### src/rtl/gpio_pkg.sv
package gpio_pkg;
    localparam int ADDR_W = 6;

    localparam logic [ADDR_W-1:0] A_MODE   = 6'h00;
    localparam logic [ADDR_W-1:0] A_DIR    = 6'h04;
    localparam logic [ADDR_W-1:0] A_DOUT   = 6'h08;
    localparam logic [ADDR_W-1:0] A_DIN    = 6'h0C;
    localparam logic [ADDR_W-1:0] A_STAT   = 6'h10;
    localparam logic [ADDR_W-1:0] A_CLR    = 6'h14;
    localparam logic [ADDR_W-1:0] A_MASK   = 6'h18;
    localparam logic [ADDR_W-1:0] A_UNMASK = 6'h1C;
    localparam logic [ADDR_W-1:0] A_POL    = 6'h20;
    localparam logic [ADDR_W-1:0] A_TRIG   = 6'h24;
    localparam logic [ADDR_W-1:0] A_FILT   = 6'h28;
endpackage

### src/rtl/gpio_sync.sv
module gpio_sync #(
    parameter int W = 32
) (
    input  logic         clk,
    input  logic         rst_n,
    input  logic [W-1:0] async_in,
    output logic [W-1:0] sync_out
);
    logic [W-1:0] meta_q, meta_d;
    logic [W-1:0] hold_q, hold_d;

    always_comb begin
        meta_d = async_in;
        hold_d = meta_q;
    end

    always_ff @(posedge clk or negedge rst_n) begin
        if (!rst_n) begin
            meta_q <= '0;
            hold_q <= '0;
        end else begin
            meta_q <= meta_d;
            hold_q <= hold_d;
        end
    end

    assign sync_out = hold_q;

    // second stage follows the first one cycle later
    p_stage_delay_r4: assert property (@(posedge clk) disable iff (!rst_n)
        $past(rst_n) |-> hold_q == $past(meta_q));
endmodule

### src/rtl/gpio_detect.sv
module gpio_detect #(
    parameter int W = 32
) (
    input  logic         clk,
    input  logic         rst_n,
    input  logic [W-1:0] lvl,
    input  logic [W-1:0] mode,
    input  logic [W-1:0] pol,
    input  logic [W-1:0] trig,
    input  logic [W-1:0] clr,
    output logic [W-1:0] pending
);
    typedef struct packed {
        logic [W-1:0] prev;
        logic [W-1:0] evt;
    } det_t;

    det_t st_q, st_d;
    logic [W-1:0] act_now, act_old, hit;

    always_comb begin
        act_now = lvl ^ pol;
        act_old = st_q.prev ^ pol;
        hit     = mode & trig & act_now & ~act_old;
        st_d.prev = lvl;
        st_d.evt  = (st_q.evt & ~clr) | hit;
        pending   = mode & ((trig & st_q.evt) | (~trig & act_now));
    end

    always_ff @(posedge clk or negedge rst_n) begin
        if (!rst_n) st_q <= '0;
        else        st_q <= st_d;
    end

    // a detected edge is held in the event register next cycle
    p_edge_sets_r6: assert property (@(posedge clk) disable iff (!rst_n)
        |hit |=> (st_q.evt & $past(hit)) == $past(hit));
    // cleared bits without a coincident edge are gone next cycle
    p_clear_works_r7: assert property (@(posedge clk) disable iff (!rst_n)
        |(clr & ~hit) |=> (st_q.evt & $past(clr & ~hit)) == '0);
    // general-mode pins never pend
    p_general_quiet_r10: assert property (@(posedge clk) disable iff (!rst_n)
        (pending & ~mode) == '0);
endmodule

### src/rtl/gpio_irq_port.sv
module gpio_irq_port
    import gpio_pkg::*;
#(
    parameter int NPINS = 32
) (
    input  logic              clk,
    input  logic              rst_n,
    input  logic [ADDR_W-1:0] bus_addr,
    input  logic              bus_we,
    input  logic [NPINS-1:0]  bus_wdata,
    output logic [NPINS-1:0]  bus_rdata,
    input  logic [NPINS-1:0]  pin_in,
    output logic [NPINS-1:0]  pin_out,
    output logic [NPINS-1:0]  pin_oe,
    output logic              irq
);
    typedef struct packed {
        logic [NPINS-1:0] mode;
        logic [NPINS-1:0] dir;
        logic [NPINS-1:0] dout;
        logic [NPINS-1:0] mask;
        logic [NPINS-1:0] pol;
        logic [NPINS-1:0] trig;
        logic [NPINS-1:0] filt;
    } cfg_t;

    cfg_t cfg_q, cfg_d;
    logic [NPINS-1:0] lvl_sync, pending, clr_bits, visible;

    gpio_sync #(.W(NPINS)) sync_i (
        .clk(clk), .rst_n(rst_n), .async_in(pin_in), .sync_out(lvl_sync)
    );

    gpio_detect #(.W(NPINS)) det_i (
        .clk(clk), .rst_n(rst_n), .lvl(lvl_sync), .mode(cfg_q.mode),
        .pol(cfg_q.pol), .trig(cfg_q.trig), .clr(clr_bits), .pending(pending)
    );

    always_comb begin
        cfg_d    = cfg_q;
        clr_bits = '0;
        if (bus_we) begin
            unique case (bus_addr)
                A_MODE:   cfg_d.mode = bus_wdata;
                A_DIR:    cfg_d.dir  = bus_wdata;
                A_DOUT:   cfg_d.dout = bus_wdata;
                A_POL:    cfg_d.pol  = bus_wdata;
                A_TRIG:   cfg_d.trig = bus_wdata;
                A_FILT:   cfg_d.filt = bus_wdata;
                A_MASK:   cfg_d.mask = cfg_q.mask | ~bus_wdata;
                A_UNMASK: cfg_d.mask = cfg_q.mask & ~bus_wdata;
                A_CLR:    clr_bits   = bus_wdata;
                default:  ;
            endcase
        end
    end

    always_ff @(posedge clk or negedge rst_n) begin
        if (!rst_n) begin
            cfg_q      <= '0;
            cfg_q.mask <= '1;
        end else begin
            cfg_q <= cfg_d;
        end
    end

    always_comb begin
        visible = pending & ~cfg_q.mask;
        unique case (bus_addr)
            A_MODE:  bus_rdata = cfg_q.mode;
            A_DIR:   bus_rdata = cfg_q.dir;
            A_DOUT:  bus_rdata = cfg_q.dout;
            A_DIN:   bus_rdata = lvl_sync;
            A_STAT:  bus_rdata = visible;
            A_MASK:  bus_rdata = cfg_q.mask;
            A_POL:   bus_rdata = cfg_q.pol;
            A_TRIG:  bus_rdata = cfg_q.trig;
            A_FILT:  bus_rdata = cfg_q.filt;
            default: bus_rdata = '0;
        endcase
    end

    assign pin_out = cfg_q.dout;
    assign pin_oe  = cfg_q.dir & ~cfg_q.mode;
    assign irq     = |visible;

    // zero bits written to the mask register are masked afterwards
    p_mask_set_r8: assert property (@(posedge clk) disable iff (!rst_n)
        (bus_we && bus_addr == A_MASK) |=> (cfg_q.mask & ~$past(bus_wdata)) == ~$past(bus_wdata));
    // one bits written to the unmask register are unmasked afterwards
    p_unmask_r8: assert property (@(posedge clk) disable iff (!rst_n)
        (bus_we && bus_addr == A_UNMASK) |=> (cfg_q.mask & $past(bus_wdata)) == '0);
    // an interrupt-mode pin is never driven
    p_no_drive_irq_pin_r3: assert property (@(posedge clk) disable iff (!rst_n)
        (pin_oe & cfg_q.mode) == '0);
    // a fully masked port never raises irq
    p_masked_quiet_r9: assert property (@(posedge clk) disable iff (!rst_n)
        (&cfg_q.mask) |-> !irq);
endmodule

### config.mk
export PLATFORM = sky130hd
export DESIGN_NAME = gpio_irq_port
export DESIGN_NICKNAME = d
export VERILOG_FILES = /design/src/rtl/gpio_pkg.sv /design/src/rtl/gpio_sync.sv /design/src/rtl/gpio_detect.sv /design/src/rtl/gpio_irq_port.sv
export SDC_FILE = /design/constraint.sdc
export NUM_CORES = 1
export LEC_CHECK = 0
export ABC_AREA = 1
export BUFFER_PORTS_ARGS = -buffer_cell sky130_fd_sc_hd__buf_2
export CORE_ASPECT_RATIO = 0.7
export CORE_MARGIN = 5
export CORE_UTILIZATION = 59
export CTS_BUF_LIST = sky130_fd_sc_hd__clkbuf_8 sky130_fd_sc_hd__clkbuf_16
export CTS_CLUSTER_DIAMETER = 200
export DETAILED_ROUTE_END_ITERATION = 8
export GPL_ROUTABILITY_DRIVEN = 1
export PLACE_DENSITY = 0.8
export RECOVER_POWER = 50
export SYNTH_ARGS = -nofsm -noshare
export SYNTH_HDL_FRONTEND = slang
export SYNTH_SLANG_ARGS = --single-unit
### constraint.sdc
create_clock -name clk -period 3.4 [get_ports clk]
set_input_delay 0.68 -clock clk [delete_from_list [all_inputs] [get_ports clk]]
set_output_delay 0.68 -clock clk [all_outputs]
set_load 0.01 [all_outputs]
; Yosys cells after proc, flatten, opt, wreduce, memory -nomap -nowiden
; Cells that the tools add are included.
; Widths: inputs -> output; s select.
[classes]
n_eq_ne = 10
muxes = 4
bitwise = 21
reduce_logical = 10
[ops]
columns = op, n
row1 = $and 32x32->32, 10
row2 = $pmux 32 s9, 1
row3 = $not 32->32, 6
row4 = $or 32x32->32, 3
row5 = $mux 32, 2
row6 = $pmux 32 s2, 1
row7 = $xor 32x32->32, 2
row8 = $reduce_or 32->1, 1
row9 = $eq 6x5->1 const B, 4
row10 = $eq 6x6->1 const B, 3
row11 = $reduce_and 2->1, 7
row12 = $eq 6x4->1 const B, 2
row13 = $eq 6x3->1 const B, 1
row14 = $logic_not 6->1, 1
row15 = $reduce_bool 2->1, 1
[word_totals]
reg_bits = 352
input_bits = 73
out_inout_bits = 97
word_cells = 56

; Logic depth before layout (Yosys ltp)
; Gate-level depths: netlist of the first run.
[depth]
ltp_word = 6
depth_mapped = 9
depth_no_buf = 9

; Modules after synthesis
; A second synthesis of the first run with hierarchy kept.
[hier_totals]
hier_cells = 2347
area_unflattened_um2 = 17553.1
[modules_own_cells]
columns = mod, n_inst, cells_per_inst, area_per_inst_um2, seq_area_each_um2
row1 = gpio_irq_port, 1, 1680, 12049.1, 5645.4
row2 = gpio_detect, 1, 603, 3902.5, 1601.5
row3 = gpio_sync, 1, 64, 1601.5, 1601.5

; Worst setup path before layout of the first run
; No wires, ideal clock.
[synth_timing]
kind = input port to output port
startpoint = in bus_addr[1]
endpoint = out bus_rdata[0]
arrival_ns = 1.726
setup_slack_ns = 0.994
path_stages = 8
n_path_buf = 1
cell_sequence = nor2_2 > nand2_2 > nor3_4 > clkbuf_1 > nand2_1 > nand2_1 > nor2_1 > nand3_1
[synth_via]
elab_chain_len = 2
elab_cells_between_ends = 10
classes_between = eq/ne (8) / mux (1) / reduce/logical (1)
[synth_lines]
columns = element, line
row1 = "start, declared", gpio_irq_port.sv:8  ; input logic [ADDR_W-1:0] bus_addr,
row2 = $eq 6x6->1 (tied with other cells), gpio_irq_port.sv:69  ; unique case (bus_addr)
row3 = $pmux 32 s9 (*), gpio_irq_port.sv:69
row4 = "end, declared", gpio_irq_port.sv:11  ; output logic [NPINS-1:0] bus_rdata,
; Mark *: on every way between the ends. The rest lies on a longest branch, timed or not.

; Worst setup path in the final report of the first run
[layout_timing]
startpoint = in bus_addr[1]
endpoint = out bus_rdata[14]
; The elaborated chain is that of the path after synthesis.

==> results of run 1 <==
==> worst max-delay path, delay by kind of cell <==
kind / cells / cell delay [ns]
AOI/OAI and AO/OA: 1 / 0.11
buffers and inverters: 3 / 0.53
and+or+nand+nor: 6 / 0.99
==> metal layers <==
metal / GRT usage (%) / part of all wire (%)
met5: 0 / 0.059
met4: 10.3 / 3.3
met3: 5.89 / 10
met2: 46.3 / 45
met1: 43.8 / 42
==> cell usage after synthesis, drive strengths merged <==
cell type	n
nand2	748
dfrtp	320
o21ai	277
inv	257
nor2	136
nand3	99
buf	69
a21oi	55
clkbuf	42
dfstp	32
o2111ai	32
nor3	25
o31ai	10
o21a	1
==> power by group through the flow <==
| stage | clock (W) | combinational (W) | sequential, W |
|---|---|---|---|
| floorplan | 0 | 0.000897 | 0.00510 |
| global placement | 0 | 0.00125 | 0.00520 |
| detailed placement | 0 | 0.00132 | 0.00522 |
| CTS | 0.00395 | 0.00132 | 0.00515 |
| global route | 0.00414 | 0.00151 | 0.00523 |
| finish | 0.00390 | 0.00132 | 0.00516 |
==> flip-flops by register name, indices dropped and copies added (netlist names) <==
signal and flops:
cfg_q 192, det_i.st_q 64, pin_out 32, sync_i.hold_d 32
sync_i.sync_out 32
==> stage by stage <==
stage / util [%] / total power [W]
2_1_floorplan: - / 0.00599
3_3_place_gp: 63.7 / 0.00645
3_5_place_dp: 63.7 / 0.00653
4_1_cts: 67.9 / 0.0104
5_1_grt: 67.8 / 0.0109
6_report: 67.9 / 0.0104
==> cells by family after synthesis <==
| group | Yosys count | synth area share [%] |
|---|---|---|
| DFF | 352 | 53.7 |
| buffers and inverters | 368 | 9.51 |
| and+or+nand+nor | 1008 | 24.4 |
| AOI/OAI and AO/OA | 375 | 12.3 |
==> path summary, 6_finish.rpt <==
| kind | start | end | slack [ns] |
|---|---|---|---|
| hold / removal | pin_in[24] | sync_i.hold_d[24] | 0.26 |
| max in group asynchronous | rst_n | cfg_q[39] | 0.80 |
| hold reg to reg | sync_i.hold_d[15] | sync_i.sync_out[15] | 0.34 |
| setup reg to reg | cfg_q[86] | det_i.st_q[22] | 2.32 |
| setup / recovery | bus_addr[1] | bus_rdata[14] | 0.39 |
| min in group asynchronous | rst_n | pin_out[7] | 0.85 |
==> final cells by class <==
type | instances | area share (%)
repair buffers | 207 | 6.64
clock inverters | 21 | 0.881
multi-input cells | 1383 | 32.3
flip-flops and latches | 352 | 47.2
diodes | 2 | 0.0267
clock buffers | 42 | 5.31
inverters | 257 | 5.15
well taps | 371 | 2.48
==> impl_metrics.env, run 1 <==
export IMPL_rows=51
export IMPL_yosysTopAreaCell="dfrtp_1"
export IMPL_netSwitchingFraction_pct=28.2
export IMPL_cts_buffer_depth=3
export IMPL_cap_violations=1
export IMPL_io_pins=170
export IMPL_first_pass_iters=6
export IMPL_dp_hpwl_um=31000
export IMPL_synth_seq_cells=352
export IMPL_final_common_cell="nand2_1"
export IMPL_synth_top_area_share_pct=48.6
export IMPL_cts_root_buf="clkbuf_16"
export IMPL_hold_viol=0
export IMPL_seq_area_mm2=0.00885
export IMPL_maxSlewViolCount=89
export IMPL_synth_fp_nets=2176
export IMPL_cts_max_level=2
export IMPL_cts_tree="done"
export IMPL_post_cts_setup_buffer_count=0
export IMPL_relSlewSlack_pct=-53.9
export IMPL_cp_start_kind="primary input"
export IMPL_wire_per_inst_um=18.1
export IMPL_timing_worst_slew_pin_value_ns=2.31
export IMPL_slowest_stage="nor2_2"
export IMPL_routed_via_density=5.57
export IMPL_clockPowerShare_pct=37.5
export IMPL_clk_latency_ns=0.52
export IMPL_violations="capacitance limit, slew limit"
export IMPL_p_leak_nw=9.71
export IMPL_clock_fmax_ghz=0.333
export IMPL_setup_tns_ns=0
export IMPL_grt_max_degree=92
export IMPL_io_buffer_count=169
export IMPL_grt_first_pass_wirelength_um=75000
export IMPL_worstPathArrival_ns=2.33
export IMPL_grt_usage_pct=30.2
export IMPL_end_kind="primary output"
export IMPL_cp_required_ns=2.72
export IMPL_syn_area_per_cell_um2=7.83
export IMPL_synth_warnings=0
export IMPL_syn_cell_area_mm2=0.0165
export IMPL_critPathMaxFanout=27
export IMPL_hold_class="primary input to flip-flop"
export IMPL_yosysSeqAreaShare_pct=53.7
export IMPL_area_growth_pct=13.9
export IMPL_ir_drop_uv=431
export IMPL_fin_nets=2309
export IMPL_fillers=2245
export IMPL_min_path_cells=1
export IMPL_antenna_found_initial=4
export IMPL_drc=0
export IMPL_setup_violations=0
export IMPL_placedCellCount=2570
export IMPL_crit_type="primary input to primary output"
export IMPL_clock_skew_ns=0.0105
export IMPL_hold_buffers=0
export IMPL_slowest_delay_ns=0.28
export IMPL_drtIter0Drc=1638
export IMPL_dp_slack_ns=0.427
export IMPL_cts_made_buffers=35
export IMPL_period_share_pct=88.4
export IMPL_yosys_top_cells_area="dfrtp_1 49%, nand2_1 17%, o21ai_0 7.1%"
export IMPL_synthCells=2103
export IMPL_stdcell_count=2635
export IMPL_status="finished, violations left"
export IMPL_finalWirelength_um=47700
export IMPL_p_seq_share_pct=49.7
export IMPL_first_global_vias=14000
export IMPL_vias=14700
export IMPL_placed_area_mm2=0.0176
export IMPL_combPwrFrac_pct=12.7
export IMPL_drive_gt1_share_pct=13.7
export IMPL_p_int_w=0.00745
export IMPL_yosysUniqueCellTypes=23
export IMPL_layout_common_cells="739 x nand2_1, 320 x dfrtp_1, 263 x inv_1"
export IMPL_dieArea_mm2=0.0314
export IMPL_whs_ns=0.260
export IMPL_grt_setup_unrepaired="no"
export IMPL_crit_chain="buf_2, nor2_2, nand2_2, nor2_4, buf_12, nand2_1, o21ai_0, nor2_1, nand3_1, buf_2"
export IMPL_multi_input_comb_area_mm2=0.00606
export IMPL_cts_resized=0
export IMPL_place_congestion=0.935
export IMPL_core_area_mm2=0.0276
export IMPL_cpMostUsedCell="buf_2"
export IMPL_gr_total_overflow=0
export IMPL_reg2reg_depth=5
export IMPL_p_sw_w=0.00293
export IMPL_final_area_mm2=0.0187
export IMPL_die_height_um=150
export IMPL_clkSlewWorstSetupHoldPaths_ns=0.07
export IMPL_final_antenna_net_count=0
export IMPL_finalWorstSetupSlack_ns=0.395
export IMPL_powerDensity_mw_per_mm2=554
export IMPL_layout_min_cycle_time_ns=3.01
export IMPL_cts_sinks=352
export IMPL_start_util_pct=59.6
export IMPL_fp_dieW_um=210
Power figures use the tool's default switching activity.
==> run 2: changes to the inputs <==
--- a/config.mk
+++ b/config.mk
@@ -14,7 +14,7 @@
 export CTS_CLUSTER_DIAMETER = 200
 export DETAILED_ROUTE_END_ITERATION = 8
 export GPL_ROUTABILITY_DRIVEN = 1
-export PLACE_DENSITY = 0.8
+export PLACE_DENSITY = 0.83
 export RECOVER_POWER = 50
 export SYNTH_ARGS = -nofsm -noshare
 export SYNTH_HDL_FRONTEND = slang
==> impl_metrics.env, run 2 (synthesis gave the netlist of run 1 again) <==
export IMPL_status="finished, violations left"
export IMPL_violations="capacitance limit, slew limit"
export IMPL_relSlewSlack_pct=-38.0
export IMPL_fin_nets=2303
export IMPL_clockPowerShare_pct=37.0
export IMPL_p_leak_nw=9.67
export IMPL_cts_sinks=352
export IMPL_clk_latency_ns=0.54
export IMPL_end_kind="primary output"
export IMPL_clkSlewWorstSetupHoldPaths_ns=0.06
export IMPL_reg2reg_depth=5
export IMPL_cts_made_buffers=35
export IMPL_cp_start_kind="primary input"
export IMPL_ir_drop_uv=349
export IMPL_dp_hpwl_um=29300
export IMPL_dieArea_mm2=0.0314
export IMPL_post_cts_setup_buffer_count=0
export IMPL_die_height_um=150
export IMPL_p_sw_w=0.00295
export IMPL_vias=14800
export IMPL_cap_violations=1
export IMPL_first_pass_iters=6
export IMPL_finalWirelength_um=48000
export IMPL_largest_reg_flops=192
export IMPL_layout_min_cycle_time_ns=2.99
export IMPL_cp_required_ns=2.72
export IMPL_totalPowerFinal_w=0.0103
export IMPL_final_util_pct=67.7
export IMPL_grt_max_degree=88
export IMPL_p_seq_share_pct=50.1
export IMPL_slowest_stage="nor2_4"
export IMPL_timing_worst_slew_pin_value_ns=2.07
export IMPL_combPwrFrac_pct=12.9
export IMPL_io_pins=170
export IMPL_grt_first_pass_wirelength_um=75100
export IMPL_period_share_pct=87.9
export IMPL_maxSlewViolCount=76
export IMPL_rows=51
export IMPL_reg_top3="cfg_q x192, det_i.st_q x64"
export IMPL_p_int_w=0.00735
export IMPL_grt_setup_unrepaired="no"
export IMPL_final_antenna_net_count=0
export IMPL_setup_tns_ns=0
export IMPL_crit_type="primary input to primary output"
export IMPL_routed_via_density=5.65
export IMPL_wire_per_inst_um=18.3
export IMPL_cts_root_buf="clkbuf_16"
export IMPL_min_path_cells=1
export IMPL_cp_depth=8
export IMPL_hold_buffers=0
export IMPL_cts_max_level=2
export IMPL_grt_usage_pct=30.2
export IMPL_final_area_mm2=0.0187
export IMPL_cts_tree="done"
export IMPL_whs_ns=0.241
export IMPL_clock_fmax_ghz=0.335
export IMPL_layout_common_cells="739 x nand2_1, 320 x dfrtp_1, 260 x inv_1"
export IMPL_hold_viol=0
export IMPL_area_growth_pct=13.6
export IMPL_worstPathArrival_ns=2.31
export IMPL_crit_chain="buf_2, nor2_2, nand2_2, nor2_4, buf_4, nand3_1, nand3_1, buf_2"
export IMPL_place_congestion=0.903
export IMPL_final_common_cell="nand2_1"
export IMPL_hold_class="primary input to flip-flop"
export IMPL_drtIter0Drc=1456
export IMPL_start_util_pct=59.6
export IMPL_drive_gt1_share_pct=13.8
export IMPL_core_area_mm2=0.0276
export IMPL_antenna_found_initial=0
export IMPL_top_register="cfg_q"
export IMPL_slowest_delay_ns=0.42
export IMPL_cts_resized=0
export IMPL_powerDensity_mw_per_mm2=551
export IMPL_critPathMaxFanout=10
export IMPL_io_buffer_count=169
export IMPL_placed_area_mm2=0.0176
export IMPL_clock_skew_ns=0.0199
export IMPL_cts_buffer_depth=3
export IMPL_fp_dieW_um=210
export IMPL_drc=0
export IMPL_gr_total_overflow=0
export IMPL_worst_path_buf_inv=3
export IMPL_crit_family="simple AND/OR/NAND/NOR gates"
export IMPL_netSwitchingFraction_pct=28.6
export IMPL_setup_violations=0
export IMPL_first_global_vias=14200
-- run 2: changes by cell type in the layout (fill, tap and decap cells not counted), moves of 2 or more --
cell,previous run,this run
buf_4,26,18
clkbuf_1,5,1
buf_2,165,168
clkbuf_8,5,8
clkinv_2,2,5
inv_1,263,260
buf_12,10,12
clkbuf_16,37,35
-- run 2: stage by stage --
stage,worst slack [ns],std cells
global route,0.364,2626
finish,0.413,2627
floorplan,0.994,2103
detailed placement,0.488,2564
CTS,0.493,2626
global placement,0.544,2564
-- run 2: layout make-up --
type                            instances  area (um^2)
Multi-Input combinational cell       1383         6070
Fill cell                            2233         8940
Tap cell                              371          464
Sequential cell                       352         8850
Antenna cell                            1         2.50
Inverter                              257          965
Clock inverter                         19          131
Timing Repair Buffer                  201         1230
Clock buffer                           43          986
-- run 2: path summary, 6_finish.rpt --
| check | start | to | slack [ns] |
|---|---|---|---|
| max in group asynchronous | rst_n | det_i.st_q[44] | 0.95 |
| max | bus_addr[1] | bus_rdata[3] | 0.41 |
| min | pin_in[28] | sync_i.hold_d[28] | 0.24 |
| min in group asynchronous | rst_n | sync_i.hold_d[5] | 0.75 |
| max reg2reg | cfg_q[93] | det_i.st_q[29] | 2.38 |
| min reg2reg | sync_i.hold_d[18] | sync_i.sync_out[18] | 0.33 |
-- run 2: metal layers --
metal	track usage, %	wire length (um)
met1	42.8	19700
met2	45.8	21100
met3	6.94	5410
met4	12.0	1820
met5	0	0
-- run 2: power groups by stage --
stage	logic (W)	registers, W	clock network, W
after global placement	0.00125	0.00519	0
final	0.00132	0.00516	0.00381
after detailed placement	0.00131	0.00521	0
after CTS	0.00133	0.00515	0.00385
after floorplan	0.000897	0.00510	0
after global routing	0.00151	0.00522	0.00403
